### src/rtl/cache_tag_tracker.sv
`timescale 1ns/1ps
module cache_tag_tracker #(
  parameter int ADDR_W = 8,
  parameter int NUM_BLOCKS = 8,
  parameter int WORDS_PER_BLOCK = 2,
  parameter int WAYS = 2,
  parameter bit USE_FIFO = 1'b0,
  parameter bit WRITE_THROUGH = 1'b0,
  localparam int SETS = NUM_BLOCKS / WAYS,
  localparam int OFF_W = $clog2(WORDS_PER_BLOCK),
  localparam int IDX_W = $clog2(SETS),
  localparam int IDX_WS = (IDX_W > 0) ? IDX_W : 1,
  localparam int TAG_W = ADDR_W - OFF_W - IDX_W,
  localparam int WAY_W = (WAYS > 1) ? $clog2(WAYS) : 1
) (
  input  logic              clk,
  input  logic              rst,
  input  logic              req_valid,
  output logic              req_ready,
  input  logic [ADDR_W-1:0] req_addr,
  input  logic              req_write,
  output logic              rsp_valid,
  output logic              rsp_hit,
  output logic [WAY_W-1:0]  rsp_way,
  output logic              rsp_prev_valid,
  output logic [TAG_W-1:0]  rsp_prev_tag,
  output logic              rsp_purge,
  output logic              rsp_writeback
);

  logic [TAG_W-1:0] tag_q  [SETS][WAYS];
  logic [WAY_W-1:0] rank_q [SETS][WAYS];
  logic             vld_q  [SETS][WAYS];
  logic             dty_q  [SETS][WAYS];

  logic [IDX_WS-1:0] set_i;
  logic [TAG_W-1:0]  tag_i;
  logic              hit, has_free, touch;
  logic [WAY_W-1:0]  hit_w, free_w, old_w, way;

  assign req_ready = 1'b1;
  assign tag_i = req_addr[ADDR_W-1 -: TAG_W];
  assign set_i = (IDX_W == 0) ? '0 : IDX_WS'(req_addr >> OFF_W);
  assign touch = !hit || !USE_FIFO;

  always_comb begin
    hit = 1'b0;
    hit_w = '0;
    has_free = 1'b0;
    free_w = '0;
    old_w = '0;
    for (int w = WAYS - 1; w >= 0; w--) begin
      if (!vld_q[set_i][w]) begin
        has_free = 1'b1;
        free_w = WAY_W'(w);
      end
      if (vld_q[set_i][w] && tag_q[set_i][w] == tag_i) begin
        hit = 1'b1;
        hit_w = WAY_W'(w);
      end
      if (rank_q[set_i][w] == WAY_W'(WAYS - 1)) old_w = WAY_W'(w);
    end
    way = hit ? hit_w : (has_free ? free_w : old_w);
  end

  always_ff @(posedge clk) begin
    if (rst) begin
      rsp_valid <= 1'b0;
      rsp_hit <= 1'b0;
      rsp_way <= '0;
      rsp_prev_valid <= 1'b0;
      rsp_prev_tag <= '0;
      rsp_purge <= 1'b0;
      rsp_writeback <= 1'b0;
      for (int s = 0; s < SETS; s++)
        for (int w = 0; w < WAYS; w++) begin
          vld_q[s][w] <= 1'b0;
          dty_q[s][w] <= 1'b0;
          rank_q[s][w] <= '0;
        end
    end else begin
      rsp_valid <= req_valid;
      if (req_valid) begin
        rsp_hit <= hit;
        rsp_way <= way;
        rsp_prev_valid <= vld_q[set_i][way];
        rsp_prev_tag <= tag_q[set_i][way];
        rsp_purge <= !hit && !has_free;
        rsp_writeback <= !hit && !has_free && dty_q[set_i][way] && !WRITE_THROUGH;
        if (!hit) begin
          tag_q[set_i][way] <= tag_i;
          vld_q[set_i][way] <= 1'b1;
          dty_q[set_i][way] <= req_write && !WRITE_THROUGH;
        end else if (req_write && !WRITE_THROUGH) begin
          dty_q[set_i][way] <= 1'b1;
        end
        if (touch) begin
          for (int w = 0; w < WAYS; w++)
            if (WAY_W'(w) != way && vld_q[set_i][w] &&
                (!vld_q[set_i][way] || rank_q[set_i][w] < rank_q[set_i][way]))
              rank_q[set_i][w] <= rank_q[set_i][w] + 1'b1;
          rank_q[set_i][way] <= '0;
        end
      end
    end
  end

endmodule


### config.mk
export PLATFORM = sky130hd
export DESIGN_NAME = cache_tag_tracker
export DESIGN_NICKNAME = d
export VERILOG_FILES = /design/src/rtl/cache_tag_tracker.sv
export SDC_FILE = /design/constraint.sdc
export NUM_CORES = 1
export LEC_CHECK = 0
export BUFFER_PORTS_ARGS = -buffer_cell sky130_fd_sc_hd__clkbuf_2
export CAP_MARGIN = 40
export CORE_MARGIN = 2
export CORE_UTILIZATION = 40
export CTS_CLUSTER_SIZE = 24
export DETAILED_ROUTE_END_ITERATION = 8
export PLACE_DENSITY = 0.56
export SETUP_SLACK_MARGIN = 0.15
export SLEW_MARGIN = 20
export SYNTH_ARGS = -nofsm -noshare
export SYNTH_HDL_FRONTEND = slang
export SYNTH_SLANG_ARGS = --single-unit
### constraint.sdc
create_clock -name clk -period 3.8 [get_ports clk]
set_input_delay 0.76 -clock clk [delete_from_list [all_inputs] [get_ports clk]]
set_output_delay 0.76 -clock clk [all_outputs]
set_load 0.03 [all_outputs]
# --- After elaboration in Yosys (flattened, before gate mapping) ---
# Memories as Yosys holds them, arrays and structs flattened.
# Cells that the tools add are included.
totals:
  latchBits: 0
  in_bits: 12
  register_bits: 11
  mem_bits_rw: 64
  mem_bits_ro: 0
  n_memories: 4
  elab_cells: 104
  out_inout_bits: 12
classes:
  addsub: 2
  n_eq_ne: 2
  n_lt_le_gt_ge: 4
  multipliers: 0
  n_bitwise: 6
  div: 0
  n_reduce_logical: 17
  shifts: 0
  mux: 62
mem_list:
  columns: ["name", "depth", "word_bits", "read_ports", "rd_clocked_by_memory_dff", "write_ports", "line", "source"]
  rows:
  - ["tag_q", 4, 10, 1, 0, 1, "31", "logic [TAG_W-1:0] tag_q [SETS][WAYS];"]
  - ["dty_q", 4, 2, 1, 0, 4, "34", "logic dty_q [SETS][WAYS];"]
  - ["rank_q", 4, 2, 1, 0, 4, "32", "logic [WAY_W-1:0] rank_q [SETS][WAYS];"]
  - ["vld_q", 4, 2, 1, 0, 4, "33", "logic vld_q [SETS][WAYS];"]
op_table:
  columns: ["operator", "count"]
  rows:
  - ["$mux W1", 43]
  - ["$mux W2", 12]
  - ["$mux W5", 4]
  - ["$eq A5 B5 Y1", 2]
  - ["$mux W10", 1]
  - ["$logic_and A1 B1 Y1", 9]
  - ["$reduce_or A2 Y1", 3]
  - ["$demux W5 S1", 1]
  - ["$or A1 B1 Y1", 4]
  - ["$logic_not A1 Y1", 3]
  - ["$add A1 B1 Y1 const B", 2]
  - ["$ge A2 B2 Y1 const B", 1]
  - ["$logic_or A1 B1 Y1", 2]
  - ["$lt A1 B1 Y1", 2]
  - ["$lt A2 B1 Y1 const B", 1]
  - ["$not A1 Y2", 1]
  - ["$demux W1 S1", 1]
  - ["$not A1 Y1", 1]

# --- Logic depth before layout (Yosys ltp) ---
# An unclocked memory read counts as a cell.
depth:
  ltp_word: 20
  mapped_depth: 11
  depth_no_buf: 6

# --- Least setup slack after synthesis ---
# No wires, ideal clock.
synth_path:
  kind: "input port to flip-flop"
  start: "input port req_addr[1]"
  end: "memory tag_q[0][5] in the netlist's numbering, enable pin"
  slack_ns: 0.593
  arrival_time_ns: 2.868
  required_ns: 3.461
  setup_time_ns: 0.339
  n_path_buf: 3
  path_stages: 9
  cell_sequence: "buf_6 > buf_6 > mux4_2 > nor2b_1 > o21ai_1 > o31ai_1 > or4_1 > clkbuf_1 > nor2_1"
synth_between:
  elab_chain_len: 12
  elab_cells_between_ends: 27
  classes_between: "2 x order compare; 2 x eq/ne; 16 x mux; 1 x bitwise; 3 x reduce/logical; 3 x memory"
synth_lines:
  columns: ["element", "line", "source"]
  rows:
  - ["start: declaration", "20", "input logic [ADDR_W-1:0] req_addr,"]
  - ["$mem_v2 Z4 W10", null, null]
  - ["$eq A5 B5 Y1", "57", "if (vld_q[set_i][w] && tag_q[set_i][w] == tag_i) begin"]
  - ["$logic_and A1 B1 Y1", "57", null]
  - ["$mux W1 (2 in series)", "57", null]
  - ["$mux W1", "63", "way = hit ? hit_w : (has_free ? free_w : old_w);"]
  - ["$not A1 Y2 (not written as such)", "91", "tag_q[set_i][way] <= tag_i;"]
  - ["$ge A2 B2 Y1 (not written as such) or $lt A2 B1 Y1 (tied branches)", "91", null]
  - ["$logic_and A1 B1 Y1 (not written as such)", "91", null]
  - ["$mux W5 (not written as such)", "91", null]
  - ["$demux W5 S1", "91", null]
  - ["$mux W10 (not written as such)", "91", null]
  - ["end: declaration", "31", null]
# Several ways; a longest one is shown, not always the timed one.

==> flow_summary_export.csv <==
group,metric,value,unit
die,die_y,96.77,um
die,die_w,96.77,um
sta,fin_crit_sh,0.8066,
yosys,synth.avg_cell_area,13.82,um^2
detailed_routing,wl_met2,3425,um
finish,final_nets,289,
hold_path,hold_path_end,"vld_q[3][1]",
sta,worst_pin_slew,0.6374,ns
die,die-area,0.009363,mm^2
pwr,p_leak,1.322,nW
yosys,yosys_warnings,0,
detailed_routing,dr.pass1.iters,4,
clock_network,clk_pin_slew,0.08,ns
placed_design,hpwl,5013,um
finish,syn_to_final_growth,12.76,%
clock_network,clock_path_buffers,2,
clock_network,h-tree-depth,3,
finish,fin_util,0.4677,
pwr,power_density,433.4,mW/mm^2
detailed_routing,drt_iter0_drc,142,
clock_network,post-cts-setup-buffers,0,
detailed_routing,wl_met1,3340,um
clock_network,clock_latency,0.35,ns
sta,fmax,326.2,MHz
hold_path,hp-start,"vld_q[3][1]",
global_route,antenna_found_initial,0,
clock_network,cts_made_buffers,9,
critical_path,r2r_end,"tag_q[2][9]",
yosys,synthTopCellsByArea,"edfxtp_1 49%, dfxtp_1 11%, mux4_2 10%",
critical_path,startpoint_type,"input port",
critical_path,path_class,"in2reg",
sta,rsz0062_at_grt,"false",
yosys,netlist_instances,249,
placed_design,pre_cts_ws,0.3938,ns
hold_path,hold_class,"reg2reg",
placed_design,gp_congestion,0.7548,
sta,hold_violations,0,
detailed_routing,highest_layer,"met4",
critical_path,cp.required,3.87,ns
critical_path,cp_max_fo,18,
sta,setup_ws,0.7348,ns
pwr,power,1.682,mW
yosys,synth_seq_cells,75,
finish,antenna_cells,0,
detailed_routing,route.detailed.drc,0,
hold_path,hold_depth,1,
finish,drive_gt1_frac,0.2766,
critical_path,arrival,3.14,ns
placed_design,io_buffers,21,
clock_network,cts_root_buffer,"clkbuf_8",
yosys,yosysUniqueCellTypes,43,
die,rows,33,
global_route,grt.total_usage,0.1632,
clock_network,cts_num_sinks,75,
critical_path,rrSetupSlack,1.13,ns
detailed_routing,wl_met3,357,um
die,ios,24,
finish,n_fill_cell,742,
die,core_area,0.008299,mm^2
die,start_util,0.4147,
global_route,grt_pass1_wl,11780,um
yosys,netlist_area,0.003442,mm^2
sta,maxSlewViolCount,0,
yosys,synth-edff-count,56,
detailed_routing,wl_per_cell,18.59,um
critical_path,r2r-start,"rank_q[1][0]",
detailed_routing,via_per_inst,5.514,
critical_path,ff2ff_path_depth,7,
yosys,synth_top_cell_area_share,0.4885,
yosys,synth_top_area_cell,"edfxtp_1",
critical_path,cp-end-kind,"register",
detailed_routing,postRouteAntennaNets,0,
sta,setup_violations,0,
yosys,synth_nets,261,
global_route,grt_overflow,0,
yosys,synth-seq-area-share,0.5991,
clock_network,post_cts_resized,0,
flow_run,max_cap_viol_count,0,
pwr,peakVddDrop,0.1401,mV
yosys,async_flop_share,0,
yosys,yosys_most_used_dff,"edfxtp_1",
status,outcome,"finished clean",
detailed_routing,vias,2134,
clock_network,ctsHoldBuffers,0,
detailed_routing,totalWireLength,7196,um
clock_network,cts_tree,"done",
sta,post-route-min-period,3.065,ns
sta,maxSlewHeadroom,0.5742,
sta,fin_tns_setup,0,ns
global_route,grt_pass1_vias,2207,
sta,finalClockSkew,0.01268,ns
global_route,grt_max_degree,21,
-- routing by layer --
metal  up-vias  track usage
met1      1054       0.2247
met3         7      0.04191
met4         0      0.06826
met2        53       0.2468
met5         -            0
li1       1020            -
-- state kept, by name (all words and copies together) (netlist names), 5 cells and up --
name	count
dty_q	8
rank_q	8
rsp_prev_tag	5
tag_q	40
vld_q	8
-- where the power goes --
part | switching (mW) | internal (mW) | total (mW)
clock | 0.286 | 0.302 | 0.588
combinational | 0.116 | 0.0682 | 0.184
sequential | 0.00827 | 0.902 | 0.910
-- stage by stage --
stage	hold slack, ns	std cells	instance area, um^2
6_report	0.4648	387	3881
5_1_grt	0.4856	387	3881
4_1_cts	0.4680	387	3881
3_5_place_dp	0.4466	371	3695
3_3_place_gp	0.4403	371	3695
2_1_floorplan	0.4271	249	3442
-- critical path, cell delays in order --
cell	delay, ns
clkbuf_2	0.21
buf_12	0.20
mux4_2	0.54
xnor2_1	0.19
nand2_1	0.12
o31ai_1	0.29
buf_4	0.24
and2_4	0.33
a41o_1	0.22
-- cells in the final DEF, fill, tap and decap left out, types with 3 or more instances in the layout --
master,n
a2111oi_2,3
a211oi_1,3
a21oi_1,3
a31o_1,5
a41o_1,6
buf_4,16
clkbuf_2,21
clkbuf_8,9
dfxtp_1,19
edfxtp_1,56
inv_1,3
mux4_2,16
nand2_1,10
nand2b_1,3
nand3_1,6
nor2_1,28
nor2b_1,5
nor3_1,12
nor4_2,4
o2bb2ai_1,8
o31ai_1,5
or4_1,3
xnor2_1,10
-- cells in the mapped netlist (all sizes together) (6+ instances only) --
library cell / n
clkbuf: 9
nor2: 28
edfxtp: 56
dfxtp: 19
buf: 12
nor3: 13
a41o: 6
o2bb2ai: 8
nand2: 10
nor4: 6
nand3: 6
mux4: 16
xnor2: 10
-- cell type report --
type | count | area (um^2) | area share
Clock buffer | 11 | 131.4 | 0.03385
Clock inverter | 5 | 55.05 | 0.01418
Inverter | 4 | 15.01 | 0.003868
Multi-Input combinational cell | 149 | 1241 | 0.3198
Sequential cell | 75 | 2062 | 0.5313
Tap cell | 105 | 131.4 | 0.03385
Timing Repair Buffer | 38 | 245.2 | 0.06319
-- cell families (layout without fill, tap and decap cells) --
kind of cell              count (synthesis)  in the layout  synth area share
DFF                                      75             75            0.5991
AOI/OAI and AO/OA                        42             42            0.1080
buffers and inverters                    25             58           0.04035
and+or+nand+nor                          80             80            0.1214
other                                     1              1          0.001089
xor gates and xnor gates                 10             10           0.02544
muxes                                    16             16            0.1047
-- worst max path at each step --
stage | start | to | slack, ns | cells after the start
2_1_floorplan | req_addr[1] | tag_q[0][5] | 0.59 | 9
3_3_place_gp | req_addr[1] | tag_q[2][5] | 0.41 | 9
3_5_place_dp | req_addr[1] | tag_q[2][5] | 0.39 | 9
4_1_cts | req_addr[1] | tag_q[2][9] | 0.78 | 9
5_1_grt | req_addr[2] | tag_q[2][9] | 0.60 | 9
6_report | req_addr[1] | dty_q[2][0] | 0.73 | 9
Note: power is estimated with default switching activity, not from simulation.
